### config.mk
export PLATFORM = sky130hd
export DESIGN_NAME = burst_col_gen
export DESIGN_NICKNAME = d
export VERILOG_FILES = /design/src/rtl/bcg_pkg.sv /design/src/rtl/bcg_ctrl.sv /design/src/rtl/bcg_dp.sv /design/src/rtl/burst_col_gen.sv
export SDC_FILE = /design/constraint.sdc
export NUM_CORES = 1
export LEC_CHECK = 0
export BUFFER_PORTS_ARGS = -buffer_cell sky130_fd_sc_hd__buf_2
export CORE_MARGIN = 2
export CORE_UTILIZATION = 30
export DETAILED_ROUTE_END_ITERATION = 8
export GPL_ROUTABILITY_DRIVEN = 0
export PLACE_DENSITY_LB_ADDON = 0.12
export SETUP_SLACK_MARGIN = 0.5
export SLEW_MARGIN = 20
export SYNTH_ARGS = -nofsm -noshare
export SYNTH_HDL_FRONTEND = slang
export SYNTH_HIERARCHICAL = 1
export SYNTH_SLANG_ARGS = --single-unit
### constraint.sdc
create_clock -name clk -period 2 [get_ports clk]
set_input_delay 0.4 -clock clk [delete_from_list [all_inputs] [get_ports clk]]
set_output_delay 0.4 -clock clk [all_outputs]
set_load 0.01 [all_outputs]
### src/rtl/bcg_pkg.sv
package bcg_pkg;
  localparam int BL_LSB  = 0;
  localparam int BL_W    = 3;
  localparam int ILV_BIT = 3;
  localparam int CL_LSB  = 4;
  localparam int CL_W    = 3;
  localparam int OPM_LSB = 7;
  localparam int OPM_W   = 2;
  localparam int WB_BIT  = 9;

  localparam logic [BL_W-1:0] BL_ONE  = 3'b000;
  localparam logic [BL_W-1:0] BL_TWO  = 3'b001;
  localparam logic [BL_W-1:0] BL_FOUR = 3'b010;
  localparam logic [BL_W-1:0] BL_EIGHT = 3'b011;
  localparam logic [BL_W-1:0] BL_ROW  = 3'b111;
  localparam logic [CL_W-1:0] CL_TWO  = 3'b010;
  localparam logic [CL_W-1:0] CL_THREE = 3'b011;

  typedef struct packed {
    logic load;
    logic step;
    logic ilv;
  } bcgStrobe_t;
endpackage

### src/rtl/bcg_ctrl.sv
module bcg_ctrl
  import bcg_pkg::*;
#(
  parameter int COL_W  = 8,
  parameter int MODE_W = 10
) (
  input  logic              clk,
  input  logic              rstN,
  input  logic              startValid,
  input  logic [MODE_W-1:0] modeWord,
  input  logic              isWrite,
  input  logic              beatEn,
  input  logic              stopReq,
  input  logic              atLast,
  output bcgStrobe_t        strobe,
  output logic [COL_W-1:0]  loadMask,
  output logic              colValid,
  output logic              lastBeat,
  output logic              modeErr
);
  localparam int LOG_W = $clog2(COL_W + 1);

  logic [BL_W-1:0]  blCode;
  logic [CL_W-1:0]  clCode;
  logic [OPM_W-1:0] opCode;
  logic             blRes, clRes, opRes, errNow, singleNow, rowNow;
  logic [LOG_W-1:0] lenLog;
  logic             busyR, rowR, errR;

  assign blCode = modeWord[BL_LSB +: BL_W];
  assign clCode = modeWord[CL_LSB +: CL_W];
  assign opCode = modeWord[OPM_LSB +: OPM_W];

  always_comb begin
    blRes     = !(blCode == BL_ONE || blCode == BL_TWO || blCode == BL_FOUR ||
                  blCode == BL_EIGHT || blCode == BL_ROW);
    clRes     = !(clCode == CL_TWO || clCode == CL_THREE);
    opRes     = (opCode != '0);
    errNow    = blRes | clRes | opRes;
    singleNow = modeWord[WB_BIT] & isWrite;
    rowNow    = (blCode == BL_ROW) && !errNow && !singleNow;
    case (blCode)
      BL_TWO:   lenLog = LOG_W'(1);
      BL_FOUR:  lenLog = LOG_W'(2);
      BL_EIGHT: lenLog = LOG_W'(3);
      default:  lenLog = '0;
    endcase
    if (errNow || singleNow) lenLog = '0;
  end

  generate
    for (genvar i = 0; i < COL_W; i++) begin : g_mask
      assign loadMask[i] = rowNow || (LOG_W'(i) < lenLog);
    end
  endgenerate

  assign lastBeat    = busyR && !rowR && atLast;
  assign strobe.load = startValid;
  assign strobe.ilv  = modeWord[ILV_BIT] && !rowNow;
  assign strobe.step = !startValid && busyR && beatEn && !lastBeat && !(rowR && stopReq);

  always_ff @(posedge clk or negedge rstN) begin
    if (!rstN) begin
      busyR <= 1'b0;
      rowR  <= 1'b0;
      errR  <= 1'b0;
    end else if (startValid) begin
      busyR <= 1'b1;
      rowR  <= rowNow;
      errR  <= errNow;
    end else if (busyR) begin
      if (rowR && stopReq)          busyR <= 1'b0;
      else if (beatEn && lastBeat)  busyR <= 1'b0;
    end
  end

  assign colValid = busyR;
  assign modeErr  = errR;
endmodule

### src/rtl/bcg_dp.sv
module bcg_dp
  import bcg_pkg::*;
#(
  parameter int COL_W = 8
) (
  input  logic             clk,
  input  logic             rstN,
  input  bcgStrobe_t       strobe,
  input  logic [COL_W-1:0] loadMask,
  input  logic [COL_W-1:0] startCol,
  output logic [COL_W-1:0] colOut,
  output logic             atLast
);
  logic [COL_W-1:0] baseR, beatR, maskR, sumCol;
  logic             ilvR;

  always_ff @(posedge clk or negedge rstN) begin
    if (!rstN) begin
      baseR <= '0;
      beatR <= '0;
      maskR <= '0;
      ilvR  <= 1'b0;
    end else if (strobe.load) begin
      baseR <= startCol;
      beatR <= '0;
      maskR <= loadMask;
      ilvR  <= strobe.ilv;
    end else if (strobe.step) begin
      beatR <= beatR + 1'b1;
    end
  end

  assign sumCol = baseR + beatR;
  assign atLast = (beatR == maskR);

  generate
    for (genvar i = 0; i < COL_W; i++) begin : g_col
      assign colOut[i] = !maskR[i] ? baseR[i]
                       : (ilvR ? (baseR[i] ^ beatR[i]) : sumCol[i]);
    end
  endgenerate
endmodule

### src/rtl/burst_col_gen.sv
module burst_col_gen
  import bcg_pkg::*;
#(
  parameter int COL_W  = 8,
  parameter int MODE_W = 10
) (
  input  logic              clk,
  input  logic              rstN,
  input  logic              startValid,
  input  logic [COL_W-1:0]  startCol,
  input  logic [MODE_W-1:0] modeWord,
  input  logic              isWrite,
  input  logic              beatEn,
  input  logic              stopReq,
  output logic [COL_W-1:0]  colOut,
  output logic              colValid,
  output logic              lastBeat,
  output logic              modeErr
);
  bcgStrobe_t       strobe;
  logic [COL_W-1:0] loadMask;
  logic             atLast;

  bcg_ctrl #(.COL_W(COL_W), .MODE_W(MODE_W)) u_ctrl (
    .clk(clk), .rstN(rstN), .startValid(startValid), .modeWord(modeWord),
    .isWrite(isWrite), .beatEn(beatEn), .stopReq(stopReq), .atLast(atLast),
    .strobe(strobe), .loadMask(loadMask), .colValid(colValid),
    .lastBeat(lastBeat), .modeErr(modeErr)
  );

  bcg_dp #(.COL_W(COL_W)) u_dp (
    .clk(clk), .rstN(rstN), .strobe(strobe), .loadMask(loadMask),
    .startCol(startCol), .colOut(colOut), .atLast(atLast)
  );
endmodule

==> results.md <==
- The flow ran to the end, but the final reports show violations.
- The final reports fail on negative setup slack.
- The register bit total from synthesis is 28.
- The antenna cell count is 0.
- In the final design database the tool counted 265 nets.
- The first-pass GRT wire length is 7258 µm.
- The count of antenna-violating nets left after detailed routing is 0.
- The worst setup path is launched from a flop.
- Dividing the final minimum period by the clock period gives 126.8%.
- The fraction of power consumed by sequential logic is 45.1%.
- Using the TritonRoute via totals, the vias-per-cell ratio works out to 4.825.
- Global routing used 27.67% of the available met2 tracks.
- The fraction of layout cells with a size suffix above 1 is 56.28%.
- The H-tree depth is 1.
- For the worst setup path, the data arrival time is 2140 ps.
- The core area is 5540 µm².
- The basic-gate share of the synthesized area counting and, or, nand and nor cells is 13.54%.
- The violation count after the first detailed-route iteration is 56.
- The final wirelength is 4254 µm.
- The number of antenna violations at the first check in global routing is 0.
- At the end of the flow the core is filled with cells to 46.07%.
- During synthesis, Yosys emitted a total of 6 warnings.
- The most common cell after layout, fill and taps aside is sky130_fd_sc_hd__buf_4.
- The initial utilization of the core area, before any placement, comes to 31.35%.
- The first TritonRoute pass finished after 6 iterations.
- The mapped netlist covers 1737 µm².
- The slack of the critical path is -536.3 ps.
- The clock latency on the worst-skew pair is 280 ps.
- The busiest metal layer after global routing is met2.
- The maximum clock skew at final layout is 5.565 ps.
- For met1 alone, demand over resource in global routing was 17.04%.
- The maximum number of pins on one net before global-route repair is 30.
- The share of the Yosys chip area taken by registers is 40.35%.
- The worst setup timing slack at the placement stage is -366.4 ps.
- The final count of pins violating max slew was 0.
- The maximum number of buffers from clock root to sink is 2.
- In this run the clock root is driven by a sky130_fd_sc_hd__clkbuf_8.
- The number of global-route vias before repair is 1569.
- For the pin with the worst max-slew slack, the measured transition is 665.7 ps.
- Measured along the y axis, the die boundary spans 80.09 µm.
- Net switching is 24.91% of the power.
- The global routing usage on met3 is 2.809%.
- In this run the count of I/O pins placed on the die edge is 35.
- Summing the areas of all xor and xnor instances in the mapped netlist gives 9.078% of the synthesized area.
- The worst setup path is of the reg2out kind.
- The main combinational cell family by area after synthesis is multiplexers.
- The floorplan step defined a die boundary enclosing 6414 µm².
- Setup violations remaining at the end of the flow were counted as 10.
- The per-instance average area after synthesis is 10.59 µm².
- CTS saw 28 sinks.
- The tightest min-delay check is of the in2async type.
- The count of vias placed by the detailed router is 1462.
- The number of hold-slack violations in the final timing report is 0.
- The synthesized netlist devotes 6.916% of its cell area to adder and majority cells.
- Setup repair after global routing could not meet its margin everywhere.
- The number of enable flip-flop cells after synthesis is 0.
- The share of synthesized registers carrying an async set or reset is 100.0%.
- Port buffering added 33 buffers.
- The post-synthesis cell type count is 37.
- Of all nets on the critical path, the largest fanout is 2.
- The number of buffers inserted during clock tree synthesis is 3.
- The aggregate negative setup slack is -2731 ps.
- Measured against the total synthesized area, the mux share comes to 14.91%.
- In this run the power spent charging and discharging nets is 0.3376 mW.
- The signal on the critical path passes through ha_4 -> fa_2 -> a21o_1 -> a21oi_2 -> o21a_1 -> or3_1 -> a31oi_1 -> buf_2.
- The total overflow left after global routing is 0.
- The die is 80.09 µm wide.
- The layout-stage area growth over the synthesis result is 46.97%.
- The worst setup path is captured at a primary output.
- The post-synthesis instance total is 164.
- The all-layer global routing usage is 14.61%.
- The synthesized netlist devotes 10.66% of its cell area to compound gates.
- TritonCTS built the clock tree.
- The share of total power dissipated in the clock network is 33.5%.
- In the routed design, unresolved DRC markers number 0.
- For this run, the slowest stage of the critical path takes 410 ps.
- The internal power of the cells totals 1.018 mW.
- The power density over cell area is 531.1 nW/µm².
- Combinational logic is responsible for 21.4% of the overall power.
- The floorplan has 27 rows.
- After layout, the minimum clock period comes to 2536 ps.
- Timing would allow up to 394.3 MHz.
- The number of violations of the max-capacitance limit is 0.
- Counting every net in the synthesized netlist gives 197.
- The half-perimeter wire length after detailed placement is 3091 µm.
- Data on the critical path is required at its endpoint by 1600 ps.
- The maximum vdd ir drop is 295.6 µV.
- The post-detailed-route wirelength per cell is 14.04 µm.
- In the layout the commonest cells are sky130_fd_sc_hd__buf_4, sky130_fd_sc_hd__buf_2, sky130_fd_sc_hd__dfrtp_1.
- The standard cell with the maximum stage delay on the critical path is sky130_fd_sc_hd__dfrtp_1.
- For this run, the leading register cell type out of synthesis is sky130_fd_sc_hd__dfrtp_1.
- Measured against its own limit, the worst slew margin works out to 55.62%.
- In this run the static leakage power is 1.156 nW.
- After clock tree synthesis, the clock-pin slew on the worst setup and hold paths is 100 ps.
- The count of fill cells added during filler insertion is 542.
==> Yosys cell counts (2+ instances only) <==
cell type                  n  share of area, %
sky130_fd_sc_hd__dfrtp_1  28                40
sky130_fd_sc_hd__mux2_2   18                12
sky130_fd_sc_hd__nor2_1   18               3.9
sky130_fd_sc_hd__a21oi_1  13               3.7
sky130_fd_sc_hd__xnor2_1  13               6.6
sky130_fd_sc_hd__nand2_1  10               2.2
sky130_fd_sc_hd__ha_1      8               5.8
sky130_fd_sc_hd__buf_4     6               2.6
sky130_fd_sc_hd__nand4_1   6               2.2
sky130_fd_sc_hd__xor2_1    5               2.5
sky130_fd_sc_hd__o21ai_0   4               1.2
sky130_fd_sc_hd__buf_2     3              0.86
sky130_fd_sc_hd__mux2i_1   3               1.7
sky130_fd_sc_hd__or3_1     3               1.1
sky130_fd_sc_hd__a21o_1    2              0.86
sky130_fd_sc_hd__a31oi_1   2              0.72
sky130_fd_sc_hd__nor2b_1   2              0.72
==> per-layer routing <==
metal | vias up | share of wire, %
li1 | 709 | -
met1 | 725 | 43
met2 | 26 | 52
met3 | 2 | 3.7
met4 | 0 | 0.59
met5 | - | 0
==> power groups by stage <==
stage	sequential (mW)	clock, mW	combinational (mW)
2_1_floorplan	0.619	0	0.136
3_3_place_gp	0.618	0	0.242
3_5_place_dp	0.619	0	0.249
4_1_cts	0.611	0.475	0.277
5_1_grt	0.615	0.499	0.317
6_report	0.611	0.455	0.290
==> area by class of cell <==
type / instances / area, µm² / share of cell area, %
flip-flops and latches: 28 / 703.2 / 27.55
well taps: 72 / 90.09 / 3.529
clock inverters: 1 / 30.03 / 1.176
repair buffers: 74 / 524.3 / 20.54
inverters: 1 / 3.754 / 0.1471
multi-input cells: 124 / 1160 / 45.44
clock buffers: 3 / 41.29 / 1.618
==> flip-flops by register name, indices dropped and copies added, names as in the netlist <==
name             count
u_dp/baseR           8
u_ctrl/modeErr       1
u_dp/beatR           8
u_ctrl/colValid      1
u_ctrl/rowR          1
u_dp/maskR           8
u_dp/ilvR            1
==> critical path: cells and delay by family (launching register included) <==
kind / cells / cell delay (ps)
buf+inv: 1 / 170
flops: 1 / 410
fa+ha+maj: 2 / 380
compound gates: 4 / 580
simple gates: 1 / 310
==> path summary, 6_finish.rpt <==
| check | slack [ps] | start | endpoint | cells past startpoint |
|---|---|---|---|---|
| max | -540 | u_dp/beatR[0] | colOut[6] | 8 |
| min | 150 | rstN | u_dp/baseR[1] | 1 |
| max reg2reg | -50 | u_dp/beatR[1] | u_dp/beatR[5] | 10 |
| min reg2reg | 530 | u_ctrl/modeErr | u_ctrl/modeErr | 2 |
| max in group asynchronous | 1390 | rstN | u_dp/beatR[2] | 1 |
| min in group clk | 350 | startCol[0] | u_dp/baseR[0] | 2 |
==> through the flow <==
step | std cells | power [mW] | hold slack [ps] | cell area, µm²
2_1_floorplan | 164 | 0.7549 | 104.4 | 1809
3_3_place_gp | 295 | 0.8601 | 470.4 | 2267
3_5_place_dp | 295 | 0.8677 | 480.6 | 2267
4_1_cts | 302 | 1.363 | 171.8 | 2495
5_1_grt | 303 | 1.431 | 185.4 | 2552
6_report | 303 | 1.356 | 147.8 | 2552
==> timing repair <==
item,in CTS,in global routing
hold buffers,0,0
gates resized for setup,23,10
hold endpoints to repair,0,0
setup endpoints to repair,25,25
setup buffers,3,1
gates cloned,0,0
pin swaps,11,5
==> logic make-up (layout without fill, tap and decap cells) <==
logic type	Yosys count	count (layout)
compound gates	27	27
xor+xnor	18	18
fa+ha+maj	9	9
buf+inv	12	79
flops	28	28
mux	23	23
simple gates	47	47
Power figures use the tool's default switching activity.
